==> config.mk <==
export PLATFORM = sky130hd
export DESIGN_NAME = irq_cascade_ctrl
export DESIGN_NICKNAME = d
export VERILOG_FILES = /design/src/rtl/irq_casc_pkg.sv /design/src/rtl/irq_prio_enc.sv /design/src/rtl/irq_group_path.sv /design/src/rtl/irq_mask_regs.sv /design/src/rtl/irq_line_arb.sv /design/src/rtl/irq_cascade_ctrl.sv
export SDC_FILE = /design/constraint.sdc
export NUM_CORES = 1
export LEC_CHECK = 0
export ABC_CLOCK_PERIOD_IN_PS = 2770
export BUFFER_PORTS_ARGS = -buffer_cell sky130_fd_sc_hd__buf_2
export CORE_ASPECT_RATIO = 0.6
export CORE_UTILIZATION = 40
export DETAILED_ROUTE_END_ITERATION = 8
export PLACE_DENSITY = 0.76
export SLEW_MARGIN = 20
export SYNTH_ARGS = -nofsm -noshare
export SYNTH_HDL_FRONTEND = slang
export SYNTH_SLANG_ARGS = --single-unit
==> constraint.sdc <==
create_clock -name clk -period 2.77 [get_ports clk]
set_input_delay 0.6925 -clock clk [delete_from_list [all_inputs] [get_ports clk]]
set_output_delay 0.6925 -clock clk [all_outputs]
set_load 0.1 [all_outputs]
==> src/rtl/irq_casc_pkg.sv <==
package irq_casc_pkg;

  typedef enum logic [2:0] {
    OFS_STAT0  = 3'd0,
    OFS_MASK0  = 3'd1,
    OFS_STAT1  = 3'd2,
    OFS_MASK1  = 3'd3,
    OFS_MSTAT  = 3'd4,
    OFS_MMASK0 = 3'd5,
    OFS_MMASK1 = 3'd6,
    OFS_NONE   = 3'd7
  } reg_ofs_e;

  localparam int unsigned NUM_LINES = 8;
  localparam int unsigned NUM_PRIO  = 6;
  // Index 0 is the most urgent line.
  localparam int unsigned LINE_ORDER [NUM_PRIO] = '{7, 2, 3, 6, 4, 5};

  localparam int unsigned LINE_LCL0 = 2;
  localparam int unsigned LINE_LCL1 = 3;

endpackage

==> src/rtl/irq_prio_enc.sv <==
module irq_prio_enc #(
  parameter int unsigned W  = 8,
  parameter int unsigned VW = 8
) (
  input  logic [W-1:0]  req,
  input  logic [VW-1:0] base,
  output logic [VW-1:0] vec
);
  always_comb begin
    vec = '0;
    for (int i = 0; i < W; i++) begin
      if (req[i]) vec = base + VW'(i);
    end
  end
endmodule

==> src/rtl/irq_group_path.sv <==
module irq_group_path #(
  parameter int unsigned W     = 8,
  parameter int unsigned VW    = 8,
  parameter int unsigned CASC  = 2,
  parameter int unsigned LBASE = 16,
  parameter int unsigned MBASE = 32
) (
  input  logic [W-1:0]  src,
  input  logic [W-1:0]  map_src,
  input  logic [W-1:0]  mask,
  input  logic [W-1:0]  map_mask,
  output logic [W-1:0]  status,
  output logic          pend,
  output logic [VW-1:0] vec
);
  localparam logic [VW-1:0] LB = VW'(LBASE);
  localparam logic [VW-1:0] MB = VW'(MBASE);

  logic [W-1:0]  map_masked;
  logic [W-1:0]  masked;
  logic [VW-1:0] lcl_vec;
  logic [VW-1:0] map_vec;

  assign map_masked = map_src & map_mask;

  always_comb begin
    status       = src;
    status[CASC] = |map_masked;
  end

  assign masked = status & mask;
  assign pend   = |masked;

  irq_prio_enc #(.W(W), .VW(VW)) u_lcl_enc (.req(masked),     .base(LB), .vec(lcl_vec));
  irq_prio_enc #(.W(W), .VW(VW)) u_map_enc (.req(map_masked), .base(MB), .vec(map_vec));

  assign vec = masked[CASC] ? map_vec : lcl_vec;
endmodule

==> src/rtl/irq_mask_regs.sv <==
module irq_mask_regs
  import irq_casc_pkg::*;
#(
  parameter int unsigned W     = 8,
  parameter int unsigned CASC0 = 2,
  parameter int unsigned CASC1 = 3
) (
  input  logic         clk,
  input  logic         rst_n,
  input  logic         wr,
  input  logic [2:0]   addr,
  input  logic [W-1:0] wdata,
  output logic [W-1:0] mask0,
  output logic [W-1:0] mask1,
  output logic [W-1:0] mmask0,
  output logic [W-1:0] mmask1
);
  localparam logic [W-1:0] KEEP0 = ~(W'(1) << CASC0);
  localparam logic [W-1:0] KEEP1 = ~(W'(1) << CASC1);

  logic [W-1:0] mk0_q, mk1_q, mm0_q, mm1_q;

  always_ff @(posedge clk or negedge rst_n) begin
    if (!rst_n) begin
      mk0_q <= '0;
      mk1_q <= '0;
      mm0_q <= '0;
      mm1_q <= '0;
    end else if (wr) begin
      case (reg_ofs_e'(addr))
        OFS_MASK0:  mk0_q <= wdata & KEEP0;
        OFS_MASK1:  mk1_q <= wdata & KEEP1;
        OFS_MMASK0: mm0_q <= wdata;
        OFS_MMASK1: mm1_q <= wdata;
        default: ;
      endcase
    end
  end

  always_comb begin
    mask0        = mk0_q;
    mask0[CASC0] = |mm0_q;
    mask1        = mk1_q;
    mask1[CASC1] = |mm1_q;
  end

  assign mmask0 = mm0_q;
  assign mmask1 = mm1_q;
endmodule

==> src/rtl/irq_line_arb.sv <==
module irq_line_arb
  import irq_casc_pkg::*;
(
  input  logic [NUM_LINES-1:0] lines,
  output logic                 valid,
  output logic [2:0]           id
);
  always_comb begin
    valid = 1'b0;
    id    = '0;
    for (int k = NUM_PRIO - 1; k >= 0; k--) begin
      if (lines[LINE_ORDER[k]]) begin
        valid = 1'b1;
        id    = 3'(LINE_ORDER[k]);
      end
    end
  end
endmodule

==> src/rtl/irq_cascade_ctrl.sv <==
module irq_cascade_ctrl
  import irq_casc_pkg::*;
#(
  parameter int unsigned W      = 8,
  parameter int unsigned VW     = 8,
  parameter int unsigned CASC0  = 2,
  parameter int unsigned CASC1  = 3,
  parameter int unsigned LBASE0 = 16,
  parameter int unsigned LBASE1 = 24,
  parameter int unsigned MBASE0 = 32,
  parameter int unsigned MBASE1 = 40
) (
  input  logic          clk,
  input  logic          rst_n,
  input  logic          reg_wr,
  input  logic [2:0]    reg_addr,
  input  logic [W-1:0]  reg_wdata,
  output logic [W-1:0]  reg_rdata,
  input  logic [W-1:0]  src_lcl0,
  input  logic [W-1:0]  src_lcl1,
  input  logic [W-1:0]  src_map,
  input  logic          cpu_timer,
  input  logic          bus_err,
  input  logic          tmr0,
  input  logic          tmr1,
  output logic [7:0]    cpu_lines,
  output logic          line_valid,
  output logic [2:0]    line_id,
  output logic          vec_valid,
  output logic [VW-1:0] vec
);
  localparam int unsigned NGRP = 2;
  localparam int unsigned CASC_OF  [NGRP] = '{CASC0, CASC1};
  localparam int unsigned LBASE_OF [NGRP] = '{LBASE0, LBASE1};
  localparam int unsigned MBASE_OF [NGRP] = '{MBASE0, MBASE1};

  logic [W-1:0] eff_mask0, eff_mask1, mmask0, mmask1;

  logic [NGRP-1:0][W-1:0]  grp_src, grp_mask, grp_mmask, grp_stat;
  logic [NGRP-1:0][VW-1:0] grp_vec;
  logic [NGRP-1:0]         grp_pend;
  logic [NGRP-1:0]         req_q;

  irq_mask_regs #(.W(W), .CASC0(CASC0), .CASC1(CASC1)) u_regs (
    .clk(clk), .rst_n(rst_n), .wr(reg_wr), .addr(reg_addr), .wdata(reg_wdata),
    .mask0(eff_mask0), .mask1(eff_mask1), .mmask0(mmask0), .mmask1(mmask1)
  );

  assign grp_src   = {src_lcl1, src_lcl0};
  assign grp_mask  = {eff_mask1, eff_mask0};
  assign grp_mmask = {mmask1, mmask0};

  for (genvar g = 0; g < NGRP; g++) begin : g_grp
    irq_group_path #(
      .W(W), .VW(VW), .CASC(CASC_OF[g]), .LBASE(LBASE_OF[g]), .MBASE(MBASE_OF[g])
    ) u_path (
      .src(grp_src[g]), .map_src(src_map), .mask(grp_mask[g]), .map_mask(grp_mmask[g]),
      .status(grp_stat[g]), .pend(grp_pend[g]), .vec(grp_vec[g])
    );
  end

  always_ff @(posedge clk or negedge rst_n) begin
    if (!rst_n) req_q <= '0;
    else        req_q <= grp_pend;
  end

  assign cpu_lines = {cpu_timer, bus_err, tmr1, tmr0, req_q[1], req_q[0], 2'b00};

  irq_line_arb u_arb (.lines(cpu_lines), .valid(line_valid), .id(line_id));

  always_comb begin
    vec = '0;
    if (line_valid && line_id == 3'(LINE_LCL0)) vec = grp_vec[0];
    if (line_valid && line_id == 3'(LINE_LCL1)) vec = grp_vec[1];
  end
  assign vec_valid = |vec;

  always_comb begin
    case (reg_ofs_e'(reg_addr))
      OFS_STAT0:  reg_rdata = grp_stat[0];
      OFS_MASK0:  reg_rdata = eff_mask0;
      OFS_STAT1:  reg_rdata = grp_stat[1];
      OFS_MASK1:  reg_rdata = eff_mask1;
      OFS_MSTAT:  reg_rdata = src_map;
      OFS_MMASK0: reg_rdata = mmask0;
      OFS_MMASK1: reg_rdata = mmask1;
      default:    reg_rdata = '0;
    endcase
  end
endmodule

==> metrics.md <==
| Metric | Value |
|---|---|
| Routed Wire Length | 8225 um |
| Sw Ratio | 43.32% |
| Fin crit share | 104.2% |
| Final Wtd Congestion | 0.9548 |
| Outcome | finished, violations left |
| Mapped Cells | 222 |
| Largest family of logic cells by synthesized area | multiplexers |
| Flop pwr share | 27.3% |
| CTS root buf | clkbuf_8 |
| Crit end category | output port |
| Total grt overflow | 0 |
| Slew Limit Fails | 0 |
| Initial antenna violation count | 0 |
| Area fraction in compound gates after synthesis | 18.71% |
| Average wire per standard cell | 19.58 um |
| CTS tree | yes |
| Min-Delay Path Class | input pin to async pin |
| #FFs+latches synth | 32 |
| CP Data Required Time | 2.08 ns |
| Vias in the first global route | 2,356 |
| Reg-to-Reg Start | u_regs.mmask1[3]$_DFFE_PN0P_ |
| Post-Synth Simple-Gate Area | 15.14% |
| Synth Area in Adders | 0% |
| Vias post-DR | 2,460 |
| Post-CTS Hold Fix Bufs | 0 |
| Vertical die dimension | 60.49 um |
| Min setup slack post-route | -0.1159 ns |
| IO Count | 71 |
| Initial Utilization | 43.20% |
| Core Area | 5280 sq um |
| Die width | 99.49 um |
| Worst-Skew Late Latency | 0.29 ns |
| XOR/XNOR Fraction of Synth Area | 0% |
| Psw | 0.001086 W |
| Endpoints failing setup | 5 |
| Slew at the pin closest to its max-slew limit | 0.7248 ns |
| Full die area | 6018 sq um |
| Power Density | 690.2 nW/um^2 |
| Largest net degree at the start of global routing | 33 |
| Clk pwr share | 19.8% |
| Clock sinks | 32 |
| Logic pwr share | 52.9% |
| FP Rows | 20 |
| Clock skew | 0.003837 ns |
| Endpoints failing hold | 0 |
| Number of synthesized flops with an enable pin | 0 |
| Hpwl dp | 6497 um |
| Mux cell area share after synthesis | 26.33% |
| Main flop type after synthesis | dfrtp_1 |
| First-pass GRT wire length | 12,830 um |
| Max IR drop VDD | 344.0 uV |
| DRC | 0 |
| Fin area | 3631 sq um |
| Overall routing resource usage | 29.45% |
| R2R Setup Slk | 1.23 ns |
| Clock Path Buffers | 2 |
| Cell-internal power | 0.001421 W |
| Ys async rst share | 100.0% |
| Post-route ant nets | 0 |
| ANT cells | 0 |
| CP Class | input pin to output port |
| R2R depth | 5 |
| Register area share after synthesis | 35.11% |
| Mapped Area | 2281 sq um |
| Vias per cell | 5.857 |
| Final min period | 2.886 ns |
| Cts bufs inserted | 5 |
| Synthesized area per cell | 10.27 sq um |
| Final Power | 0.002506 W |
| RSZ-0062 raised after global routing | true |
| Critical path launch point type | input pin |
| CP Max Fanout | 3 |
| Leakage | 1.599 nW |
| Clock-pin transition on the worst setup and hold timing paths | 0.07 ns |
| DR pass1 iterations | 5 |
| H-tree levels | 2 |
| RR Endpoint | req_q[1]$_DFF_PN0_ |
| P&R area growth vs syn | 59.19% |
| Data arrival, critical path | 2.19 ns |
| Failing checks | setup timing |
| DP Area | 3334 sq um |
| Layout cells sized above 1 | 52.77% |
| DR iter-0 viols | 254 |
| IO buf count | 64 |
| NumNets Final | 384 |
| Max-cap check violation count | 0 |
| Post-synth cell types | 48 |
| Synth Warn # | 0 |
| Fmax | 0.3465 GHz |
| Relative slew slack | 51.68% |
final cells by class:
class / instances / area [sq um]
Tap cell: 77 / 96.34
Multi-Input combinational cell: 175 / 1644
Clock inverter: 1 / 30.03
Timing Repair Buffer: 127 / 957.2
Inverter: 1 / 3.754
Sequential cell: 32 / 803.3
Clock buffer: 7 / 96.34
Fill cell: 392 / 1649
what timing repair did:
item                       4_1_cts  5_1_grt
setup endpoints to repair        9       10
gates resized for setup         28        4
pin swaps                       11        4
buffers inserted                 5        2
registers in the layout (all words and copies together), names as in the netlist:
register	count
u_regs.mk1_q	7
u_regs.mk0_q	7
u_regs.mmask0	8
u_regs.mmask1	8
req_q	2
worst max-delay path, cell delays in order:
cell,delay (ns)
buf_8,0.11
a22oi_2,0.22
nand2_2,0.10
or3b_4,0.45
buf_6,0.14
o32ai_4,0.26
buf_12,0.22
power by group through the flow:
stage | Sequential [W] | Clock (W) | Combinational, W
2_1_floorplan | 0.000677 | 0 | 0.000788
3_3_place_gp | 0.000679 | 0 | 0.00120
3_5_place_dp | 0.000685 | 0 | 0.00122
4_1_cts | 0.000679 | 0.000503 | 0.00129
5_1_grt | 0.000699 | 0.000532 | 0.00138
6_report | 0.000685 | 0.000495 | 0.00133
metal layers:
metal  track usage (%)  routed length, um  part of all wire [%]
met5                 0                  0                     0
met4             7.983                112                   1.4
met3             9.908                867                    11
met2             42.96               3422                    42
met1             42.08               3823                    46
cell usage in the layout (no fill, tap or decap), types with 2 or more instances in the layout:
cell / n
a211oi_1: 2
a211oi_2: 4
a21boi_1: 2
a21oi_1: 3
a22o_1: 4
a22o_4: 2
a22oi_1: 4
a22oi_2: 4
a32o_1: 2
buf_12: 7
buf_2: 47
buf_4: 63
buf_6: 7
clkbuf_4: 2
clkbuf_8: 7
conb_1: 4
dfrtp_1: 30
dfrtp_2: 2
mux2_1: 33
mux2_2: 5
mux2i_1: 6
mux4_2: 5
nand2_1: 30
nand2_2: 2
nand3_1: 6
nand4b_1: 2
nor2_1: 6
nor3_1: 2
nor4_1: 4
o21ai_0: 6
o21ai_1: 3
o21ai_2: 2
o22ai_4: 3
o31ai_4: 2
o32ai_4: 2
Yosys cell counts, types with 2 or more instances:
cell	n	area share [%]
buf_2	5	1.1
nor2_1	6	0.99
o21ai_1	4	0.88
a21boi_1	2	0.66
mux2_1	33	16
a31oi_1	2	0.55
buf_4	8	2.6
o32ai_1	2	0.77
nand2_1	32	5.3
a22o_1	5	1.9
nand3_1	6	1.3
a21oi_1	4	0.88
nor4_1	4	1.1
a211oi_1	7	2.3
o21ai_0	7	1.5
mux2i_1	6	2.6
a221oi_1	2	0.77
nand4b_1	2	0.77
o22ai_1	3	0.82
a32o_1	2	0.88
mux2_2	5	2.5
o31ai_1	2	0.66
dfrtp_1	32	35
a22oi_1	8	2.6
nor3_1	2	0.44
clkbuf_1	4	0.66
mux4_2	5	4.9
o221ai_1	2	0.77
cell families (layout without fill, tap and decap cells):
logic type / Yosys count / after routing
flops: 32 / 32
compound gates: 58 / 58
mux: 49 / 49
other cells: 1 / 4
simple gates: 64 / 64
buf+inv: 18 / 136
worst max path at each step:
stage	start	endpoint	slack, ns	cells past startpoint
after floorplan	src_map[5]	vec_valid	-0.23	4
after global placement	src_lcl0[5]	vec_valid	-0.19	8
after detailed placement	src_lcl0[5]	vec_valid	-0.22	8
after CTS	src_map[5]	vec[4]	-0.06	7
after global routing	src_map[5]	vec[4]	-0.13	7
final	src_map[5]	vec[4]	-0.12	7
metrics by stage:
step,setup slack [ns],cells,utilization (%),setup TNS (ns),hold slack (ns)
4_1_cts,-0.05555,418,68.22,-0.1033,0.4743
3_5_place_dp,-0.2201,405,63.15,-0.9692,0.5078
5_1_grt,-0.1302,420,68.77,-0.4719,0.5082
3_3_place_gp,-0.1929,405,63.15,-0.7416,0.4980
6_report,-0.1159,420,68.77,-0.3103,0.4572
2_1_floorplan,-0.2262,225,-,-0.7667,0.3969
Power figures use the tool's default switching activity.
